File: src/rtl/wfifo_pkg.sv
package wfifo_pkg;

  // Occupancy after one edge, given the accepted push and pop.
  function automatic int unsigned occ_next(int unsigned occ, logic push, logic pop);
    int unsigned n;
    n = occ;
    if (push) n = n + 1;
    if (pop)  n = n - 1;
    return n;
  endfunction

  // Inclusive threshold comparisons used by the flags.
  function automatic logic at_or_above(int unsigned v, int unsigned th);
    return (v >= th);
  endfunction

  function automatic logic at_or_below(int unsigned v, int unsigned th);
    return (v <= th);
  endfunction

  function automatic logic is_pow2(int unsigned v);
    return (v != 0) && ((v & (v - 1)) == 0);
  endfunction

endpackage

File: src/rtl/wfifo_pack.sv
module wfifo_pack #(
  parameter int DATA_W = 32,
  parameter int USER_W = 4,
  localparam int STRB_W = DATA_W / 8,
  localparam int WORD_W = DATA_W + STRB_W + 1 + USER_W
) (
  input  logic [DATA_W-1:0] in_data,
  input  logic [STRB_W-1:0] in_strb,
  input  logic              in_last,
  input  logic [USER_W-1:0] in_user,
  output logic [WORD_W-1:0] packed_word,
  input  logic [WORD_W-1:0] stored_word,
  output logic [DATA_W-1:0] out_data,
  output logic [STRB_W-1:0] out_strb,
  output logic              out_last,
  output logic [USER_W-1:0] out_user
);
  // Field layout, from the LSB up: data, strobes, last, user.
  localparam int STRB_LO = DATA_W;
  localparam int LAST_AT = DATA_W + STRB_W;
  localparam int USER_LO = LAST_AT + 1;

  always_comb begin
    packed_word = {in_user, in_last, in_strb, in_data};
  end

  always_comb begin
    out_data = stored_word[DATA_W-1:0];
    out_strb = stored_word[STRB_LO +: STRB_W];
    out_last = stored_word[LAST_AT];
    out_user = stored_word[USER_LO +: USER_W];
  end
endmodule

File: src/rtl/wfifo_store.sv
module wfifo_store #(
  parameter int WORD_W = 41,
  parameter int DEPTH  = 16,
  localparam int PTR_W = $clog2(DEPTH)
) (
  input  logic              clk,
  input  logic              rst_n,
  input  logic              push,
  input  logic              pop,
  input  logic [WORD_W-1:0] wr_word,
  output logic [WORD_W-1:0] head_word
);
  logic [WORD_W-1:0] mem [DEPTH];
  logic [PTR_W-1:0]  wr_ptr;
  logic [PTR_W-1:0]  rd_ptr;

  // Pointers wrap on their own because DEPTH is a power of two.
  always_ff @(posedge clk or negedge rst_n) begin
    if (!rst_n) begin
      wr_ptr <= '0;
      rd_ptr <= '0;
    end else begin
      if (push) wr_ptr <= wr_ptr + 1'b1;
      if (pop)  rd_ptr <= rd_ptr + 1'b1;
    end
  end

  always_ff @(posedge clk) begin
    if (push) mem[wr_ptr] <= wr_word;
  end

  // Fall-through: the head slot is always visible.
  assign head_word = mem[rd_ptr];

  AST_HEAD_STILL: assert property (@(posedge clk) disable iff (!rst_n)
    (!pop) |=> $stable(rd_ptr)) else $error("head moved without pop");
endmodule

File: src/rtl/wfifo_level.sv
module wfifo_level #(
  parameter int DEPTH     = 16,
  parameter int AFULL_TH  = 12,
  parameter int AEMPTY_TH = 3,
  localparam int CNT_W = $clog2(DEPTH) + 1
) (
  input  logic             clk,
  input  logic             rst_n,
  input  logic             push,
  input  logic             pop,
  output logic [CNT_W-1:0] occ,
  output logic             room,
  output logic             avail,
  output logic             almost_full,
  output logic             almost_empty
);
  import wfifo_pkg::*;

  localparam logic [CNT_W-1:0] FULL_CNT = CNT_W'(DEPTH);

  logic armed;  // set on the first edge after reset is released

  always_ff @(posedge clk or negedge rst_n) begin
    if (!rst_n) begin
      occ   <= '0;
      armed <= 1'b0;
    end else begin
      occ   <= CNT_W'(occ_next(int'(occ), push, pop));
      armed <= 1'b1;
    end
  end

  // Ready depends only on registered state, never on the same-cycle pop.
  assign room         = armed && (occ != FULL_CNT);
  assign avail        = (occ != '0);
  assign almost_full  = at_or_above(int'(occ), AFULL_TH);
  assign almost_empty = at_or_below(int'(occ), AEMPTY_TH);

  AST_NO_OVERFLOW: assert property (@(posedge clk) disable iff (!rst_n)
    occ <= FULL_CNT) else $error("count above depth");
  AST_NO_PUSH_FULL: assert property (@(posedge clk) disable iff (!rst_n)
    push |-> (occ < FULL_CNT)) else $error("push while full");
  AST_NO_POP_EMPTY: assert property (@(posedge clk) disable iff (!rst_n)
    pop |-> (occ != '0)) else $error("pop while empty");
  AST_COUNT_STEP: assert property (@(posedge clk) disable iff (!rst_n)
    1'b1 |=> (occ == CNT_W'($past(occ) + $past(push) - $past(pop))))
    else $error("count step wrong");
  AST_AFULL_ENTRY: assert property (@(posedge clk) disable iff (!rst_n)
    $rose(almost_full) |-> ($past(occ) == CNT_W'(AFULL_TH - 1)))
    else $error("almost_full rose at wrong level");
  AST_AEMPTY_EXIT: assert property (@(posedge clk) disable iff (!rst_n)
    $fell(almost_empty) |-> (occ == CNT_W'(AEMPTY_TH + 1)))
    else $error("almost_empty fell at wrong level");
endmodule

File: src/rtl/wchan_fwft_fifo.sv
module wchan_fwft_fifo #(
  parameter int DATA_W    = 32,
  parameter int USER_W    = 4,
  parameter int DEPTH     = 16,
  parameter int AFULL_TH  = 12,
  parameter int AEMPTY_TH = 3,
  localparam int STRB_W = DATA_W / 8,
  localparam int WORD_W = DATA_W + STRB_W + 1 + USER_W,
  localparam int CNT_W  = $clog2(DEPTH) + 1
) (
  input  logic              clk,
  input  logic              rst_n,
  input  logic [DATA_W-1:0] s_wdata,
  input  logic [STRB_W-1:0] s_wstrb,
  input  logic              s_wlast,
  input  logic [USER_W-1:0] s_wuser,
  input  logic              s_wvalid,
  output logic              s_wready,
  output logic [DATA_W-1:0] m_wdata,
  output logic [STRB_W-1:0] m_wstrb,
  output logic              m_wlast,
  output logic [USER_W-1:0] m_wuser,
  output logic              m_wvalid,
  input  logic              m_wready,
  output logic [CNT_W-1:0]  wr_count,
  output logic [CNT_W-1:0]  rd_count,
  output logic              almost_full,
  output logic              almost_empty
);
  import wfifo_pkg::*;

  generate
    if (!is_pow2(DEPTH) || DEPTH < 16) begin : g_bad_depth
      initial $error("DEPTH must be a power of two and at least 16");
    end
  endgenerate

  // Named internal events for the checks below.
  logic              push_evt;
  logic              pop_evt;
  logic [WORD_W-1:0] in_word;
  logic [WORD_W-1:0] head_word;
  logic [CNT_W-1:0]  occ;

  assign push_evt = s_wvalid && s_wready;
  assign pop_evt  = m_wvalid && m_wready;

  wfifo_pack #(.DATA_W(DATA_W), .USER_W(USER_W)) u_pack (
    .in_data     (s_wdata),
    .in_strb     (s_wstrb),
    .in_last     (s_wlast),
    .in_user     (s_wuser),
    .packed_word (in_word),
    .stored_word (head_word),
    .out_data    (m_wdata),
    .out_strb    (m_wstrb),
    .out_last    (m_wlast),
    .out_user    (m_wuser)
  );

  wfifo_store #(.WORD_W(WORD_W), .DEPTH(DEPTH)) u_store (
    .clk       (clk),
    .rst_n     (rst_n),
    .push      (push_evt),
    .pop       (pop_evt),
    .wr_word   (in_word),
    .head_word (head_word)
  );

  wfifo_level #(.DEPTH(DEPTH), .AFULL_TH(AFULL_TH), .AEMPTY_TH(AEMPTY_TH)) u_level (
    .clk          (clk),
    .rst_n        (rst_n),
    .push         (push_evt),
    .pop          (pop_evt),
    .occ          (occ),
    .room         (s_wready),
    .avail        (m_wvalid),
    .almost_full  (almost_full),
    .almost_empty (almost_empty)
  );

  assign wr_count = occ;
  assign rd_count = occ;

  AST_HOLD_OUTPUT: assert property (@(posedge clk) disable iff (!rst_n)
    (m_wvalid && !m_wready) |=> (m_wvalid && $stable(head_word)))
    else $error("head changed while stalled");
  AST_FALL_THROUGH: assert property (@(posedge clk) disable iff (!rst_n)
    (push_evt && !m_wvalid) |=> (m_wvalid && head_word == $past(in_word)))
    else $error("first beat did not fall through");
  AST_READY_WHILE_POP_FULL: assert property (@(posedge clk) disable iff (!rst_n)
    (pop_evt && occ == CNT_W'(DEPTH)) |-> !s_wready)
    else $error("ready not from registered count");
endmodule

File: config.mk
export PLATFORM = sky130hd
export DESIGN_NAME = wchan_fwft_fifo
export DESIGN_NICKNAME = d
export VERILOG_FILES = /design/src/rtl/wfifo_pkg.sv /design/src/rtl/wfifo_pack.sv /design/src/rtl/wfifo_store.sv /design/src/rtl/wfifo_level.sv /design/src/rtl/wchan_fwft_fifo.sv
export SDC_FILE = /design/constraint.sdc
export NUM_CORES = 1
export LEC_CHECK = 0
export BUFFER_PORTS_ARGS = -buffer_cell sky130_fd_sc_hd__buf_2
export CAP_MARGIN = 0
export CORE_ASPECT_RATIO = 1.1
export CORE_MARGIN = 2
export CORE_UTILIZATION = 40
export CTS_CLUSTER_SIZE = 25
export DETAILED_ROUTE_END_ITERATION = 12
export GPL_ROUTABILITY_DRIVEN = 0
export PLACE_DENSITY = 0.65
export SLEW_MARGIN = 20
export SYNTH_ARGS = -nofsm -noshare
export SYNTH_HDL_FRONTEND = slang
export SYNTH_SLANG_ARGS = --single-unit
File: constraint.sdc
create_clock -name clk -period 5 [get_ports clk]
set_input_delay 0.25 -clock clk [delete_from_list [all_inputs] [get_ports clk]]
set_output_delay 0.25 -clock clk [all_outputs]
set_load 0.01 [all_outputs]
==> results.yml, run 1 <==
global_route:
  grt-ovfl-total: 0
  grt.busiest_layer: "met2"
  antenna_found_initial: 0
  use_met1_pct: 21.7
  grt.total_usage_pct: 16.1
  grt_start_max_net_pins: 59
  met2_usage_pct: 26.7
  grt_pass1_vias: 12500
  grt_pass1_wl_um: 78700
  grt_use_met3_pct: 2.96
synth:
  ys_types: 33
  netlist_instances: 1109
  avgSynthCellArea_um2: 22.9
  netlist.area_leader.share_pct: 77.5
  postSynthNetCount: 1162
  synth_ff_type: "edfxtp_1"
  synth_area_leaders: "edfxtp_1 (78%), mux4_2 (15%), a22oi_1 (2.4%)"
  synth_top_cell_by_area: "edfxtp_1"
  syn_area_um2: 25400
  yosysMostFrequentCell: "edfxtp_1"
  synth-seq-cells: 670
  synth_warnings: 0
  synth-edff-count: 656
  ys_seq_area_share_pct: 78.9
  yosys-top-cells-count: "edfxtp_1 (656), mux4_2 (164), a22oi_1 (82)"
  ys_async_sr_fraction_pct: 2.09
detailed_routing:
  dr.first_iter.drc_count: 1265
  ant_nets: 0
  wl_per_cell_um: 24.2
  vias: 11500
  drc: 0
  via_per_inst: 5.41
  wl_um: 51500
  firstDrtPassIters: 5
layout:
  seq_area_um2: 20100
  num-nets-final: 1300
  area_delta_synth_final_pct: 14.5
  multi_input_area_um2: 5130
  final_util_pct: 46.5
  drive_gt1_share_pct: 31.8
  fill_cells: 5118
  num_antenna_cells: 0
clock_network:
  h-tree-depth: 3
  postCtsHoldBufs: 1
  clk_root_buffer_cell: "clkbuf_16"
  cts_buffer_depth: 3
  path_clk_slew_ns: 0.06
  insertion_delay_ns: 0.60
  numClockSinks: 670
  post_cts_resized: 0
  post_cts_buffers: 0
  cts_buffers: 66
  cts_tree: "yes"
worst_setup_path:
  path_delay_family: "flip-flops"
  worst-path-buf-inv: 2
  cpMaxStageDelayCell: "dfrtp_4"
  crit_required_ns: 4.75
  critPathMaxFanout: 36
  crit_chain: "buf_12 -> mux4_2 -> a22oi_1 -> nand2_1 -> buf_2"
  critPathMaxStageDelay_ns: 0.84
  cp-end-kind: "output port"
  cp-start-kind: "register"
  arrival_ns: 3.13
  crit_type: "register to output port"
power_and_ir_drop:
  power_density_nw_per_um2: 541
  pwr-share-comb_pct: 26.8
  power_frac_seq_pct: 43.3
  ir_drop_uv: 400
  power_switching_mw: 4.63
  p_leak_nw: 9.27
  p_sw_share_pct: 29.4
  p_int_mw: 11.1
  clockPowerShare_pct: 29.8
sta:
  timing.final.crit_share_pct: 67.6
  finalClockSkew_ns: 0.0158
  rsz0062_at_grt: "false"
  max_freq_mhz: 296
  maxSlewHeadroom_pct: 32.0
  tns_ns: 0
  fin_crit_ns: 3.38
  final-hold-violation-count: 0
  final_max_slew_viol_count: 0
  worst_pin_slew_ns: 1.02
  setup_viol: 0
min_path:
  hp-class: "input port to register"
die:
  die_width_um: 244
  core_um2: 62600
  start_util_pct: 40.6
  io_pins: 100
  die_area_um2: 65600
  rows: 96
  die_h_um: 268
outcome:
  status: "complete, no violations"
job:
  drv_cap: 0
place:
  place.port_buffers: 99
  dp_hpwl_um: 30000
[kinds of logic after synthesis]
group	after synthesis	synth area share [%]
flip-flops	670	78.9
multiplexers	166	14.6
AND/OR/NAND/NOR	91	1.53
AO/OA/AOI/OAI	89	2.64
buffers and inverters	71	1.48
XOR/XNOR	13	0.448
adder cells (fa/ha/maj)	8	0.394
other	1	0.0148
[cells in the final DEF (no fill, tap or decap), types with 4 or more instances in the layout]
cell	netlist	routed
a22oi_1	82	82
buf_12	0	4
buf_2	6	99
buf_4	15	32
clkbuf_1	25	9
clkbuf_16	0	69
clkinv_1	0	19
clkinv_2	0	12
dfrtp_1	14	12
edfxtp_1	656	656
ha_1	8	8
inv_1	5	5
mux4_2	164	164
nand2_1	56	56
nor2_4	0	13
nor3_2	0	4
xnor2_1	11	11
[power by group through the flow]
stage | logic, mW | registers (mW) | clock network [mW]
floorplan | 3.09 | 6.72 | 0
global placement | 4.31 | 6.93 | 0
detailed placement | 4.33 | 6.95 | 0
CTS | 4.35 | 6.83 | 4.79
global route | 4.60 | 6.87 | 5.02
finish | 4.23 | 6.83 | 4.69
[routing by layer]
metal | share of wire [%] | vias to the layer above
li1 | - | 4971
met3 | 5.0 | 59
met1 | 43 | 6204
met5 | 0 | -
met4 | 2.0 | 0
met2 | 50 | 296
[metrics by stage]
| stage | total power, mW | hold WS, ns | instance area (µm²) | worst slack (ns) | instances |
|---|---|---|---|---|---|
| after floorplan | 9.81 | -0.0456 | 25400 | 0.323 | 1109 |
| after global placement | 11.2 | 0.186 | 27100 | 1.76 | 2011 |
| after detailed placement | 11.3 | 0.188 | 27100 | 1.68 | 2011 |
| after CTS | 16.0 | 0.0158 | 29100 | 1.57 | 2130 |
| after global routing | 16.5 | 0.0315 | 29100 | 1.47 | 2130 |
| final | 15.7 | 0.0434 | 29100 | 1.62 | 2130 |
[worst register-to-register path, cell delays in order, from the launching register on]
cell,delay (ns)
dfrtp_1,0.46
inv_1,0.11
ha_1,0.22
nand3b_1,0.13
o21ba_1,0.49
nand2_1,0.36
nor2_4,0.79
buf_4,0.42
[sequential cells by signal, summed over array words and instances (netlist names)]
signal	flops
u_store.mem	656
u_level.occ	5
u_store.rd_ptr	4
u_store.wr_ptr	4
u_level.armed	1
[final cells by class]
class | count | area share (%)
inverter | 5 | 0.0645
sequential | 670 | 68.9
multi-input combinational | 368 | 17.6
timing repair buffer | 136 | 2.84
clock buffer | 78 | 6.05
tap | 833 | 3.58
clock inverter | 40 | 0.946
[worst paths after layout]
path	startpoint	end	slack [ns]	cells after the start
worst max-delay path	u_store.rd_ptr[0]	m_wdata[2]	1.62	5
worst min-delay path	s_wdata[20]	u_store.mem[8][20]	0.04	1
worst max register to register	u_level.occ[0]	u_store.mem[8][38]	1.69	7
worst min register to register	u_store.wr_ptr[1]	u_store.wr_ptr[3]	0.61	2
max in group asynchronous	rst_n	u_store.rd_ptr[1]	4.59	2
min in group asynchronous	rst_n	u_level.armed	0.11	2
Power figures use the tool's default switching activity.
==> run 2, diff against run 1 <==
Settings changed: PLACE_DENSITY 0.65 to 0.63.
Clock period 5 ns to 3.5 ns, I/O delays scaled along.
==> results.yml, run 2 (synthesis results as in run 1) <==
sta:
  fin_crit_ns: 3.09
  finalClockSkew_ns: 0.0212
  maxSlewHeadroom_pct: 47.9
  final-hold-violation-count: 0
  max_freq_mhz: 324
  setup_viol: 0
  timing.final.crit_share_pct: 88.3
  holdWs_ns: 0.0296
  final_max_slew_viol_count: 0
  worst_pin_slew_ns: 0.782
  rsz0062_at_grt: "false"
layout:
  final_common_cell: "edfxtp_1"
  final_util_pct: 47.5
  multi_input_area_um2: 5150
  largest_reg_flops: 656
  num_antenna_cells: 0
  largest_register: "u_store.mem"
  area_delta_synth_final_pct: 16.9
  num-nets-final: 1354
  reg_top3: "u_store.mem x656, u_level.occ x5"
  seq_area_um2: 20100
  layout_common_cells: "edfxtp_1 (656), mux4_2 (164), buf_2 (99), a22oi_1 (82), clkbuf_16 (71)"
  fill_cells: 5024
  drive_gt1_share_pct: 31.5
power_and_ir_drop:
  power_density_nw_per_um2: 763
  ir_drop_uv: 664
  p_leak_nw: 9.54
  p_total_mw: 22.7
clock_network:
  numClockSinks: 670
  insertion_delay_ns: 0.60
  cts_buffer_depth: 3
  post_cts_buffers: 0
  clk_root_buffer_cell: "clkbuf_16"
  cts_tree: "yes"
  h-tree-depth: 3
  post_cts_resized: 0
  path_clk_slew_ns: 0.06
  cts_buffers: 67
detailed_routing:
  met3WireLength_um: 2430
  top_layer: "met5"
  dr.first_iter.drc_count: 877
  ant_nets: 0
  drc: 0
  wl_per_cell_um: 23.8
  firstDrtPassIters: 5
  vias: 11700
  wl_um: 52000
  via_per_inst: 5.37
  wl_met2_um: 25900
  m1WireLength_um: 22400
die:
  io_pins: 100
  core_um2: 62600
  die_h_um: 268
  rows: 96
  start_util_pct: 40.6
  die_area_um2: 65600
  die_width_um: 244
min_path:
  hp-class: "input port to async pin"
worst_setup_path:
  critPathMaxFanout: 41
  crit_type: "register to output port"
  cp-start-kind: "register"
  r2r_cells: 7
  arrival_ns: 2.92
  crit_chain: "buf_12 -> mux4_2 -> a22oi_1 -> nand2_1 -> buf_2"
  r2r_end: "u_store.mem[3][5]"
  cp-end-kind: "output port"
  worst-path-buf-inv: 2
  r2r_start: "u_level.occ[0]"
  path_delay_family: "flip-flops"
  crit_required_ns: 3.32
  r2r_setup_slack_ns: 0.60
  cpMaxStageDelayCell: "dfrtp_4"
  crit_start: "u_store.rd_ptr[0]"
  critPathMaxStageDelay_ns: 0.72
outcome:
  status: "complete, no violations"
global_route:
  grt-ovfl-total: 0
  grt_pass1_vias: 12400
  grt.total_usage_pct: 16.2
  antenna_found_initial: 1
  grt_pass1_wl_um: 78800
  grt_start_max_net_pins: 108
job:
  drv_cap: 0
place:
  place.port_buffers: 99
  dp_hpwl_um: 29200
==> run 2: cell count changes in the layout (fill, tap and decap cells not counted), moves of 2 or more <==
cell	previous run	this run
nor3_2	4	0
nor3_4	0	4
buf_12	4	8
buf_4	32	39
clkbuf_16	69	71
clkbuf_1	9	13
dlygate4sd3_1	1	43
clkinv_1	19	14
==> run 2: layout make-up <==
class,count,area share (%)
multi-input cells,368,17.3
inverters,5,0.0631
flip-flops and latches,670,67.5
clock inverters,35,0.846
repair buffers,189,4.64
well taps,833,3.51
clock buffers,84,6.14
==> run 2: worst reg2reg max path, stage by stage (launching register included) <==
cell and delay, ns:
dfrtp_1 0.46, inv_1 0.12, ha_1 0.22, nand3b_1 0.13, o21ba_1 0.52, nand2_1 0.42, nor3_4 0.24, buf_4 0.41
==> run 2: repair_timing <==
| action | CTS | global route |
|---|---|---|
| hold buffers | 43 | 0 |
| setup endpoints to repair | 0 | 0 |
| hold endpoints to repair | 673 | 0 |
==> run 2: worst max path at each step <==
stage / to / slack, ns / cells past startpoint
finish: m_wdata[2] / 0.41 / 5
global route: m_wdata[22] / 0.20 / 6
floorplan: u_store.mem[7][0] / -0.08 / 7
detailed placement: u_store.mem[2][11] / 0.65 / 7
CTS: m_wdata[2] / 0.31 / 5
global placement: u_store.mem[2][13] / 0.73 / 7
==> run 2: layer usage <==
layer | vias to the layer above | GRT usage, %
met5 | - | 0
met4 | 2 | 6.06
met3 | 77 | 2.41
met2 | 329 | 26.4
met1 | 6248 | 22.3
li1 | 5077 | -
==> run 2: per-stage QoR <==
step | TNS (ns) | cell area (µm²) | cells | worst slack [ns]
after floorplan | -16.37 | 25500 | 1109 | -0.0791
after global placement | 0 | 27200 | 2022 | 0.730
after detailed placement | 0 | 27200 | 2022 | 0.653
after CTS | 0 | 29700 | 2184 | 0.305
after global routing | 0 | 29700 | 2184 | 0.202
final | 0 | 29700 | 2184 | 0.410
==> run 2: power breakdown <==
part / leakage, nW / internal, mW / switching (mW)
clock: 1.03 / 3.92 / 2.87
sequential: 6.07 / 9.29 / 0.308
combinational: 2.44 / 2.84 / 3.45
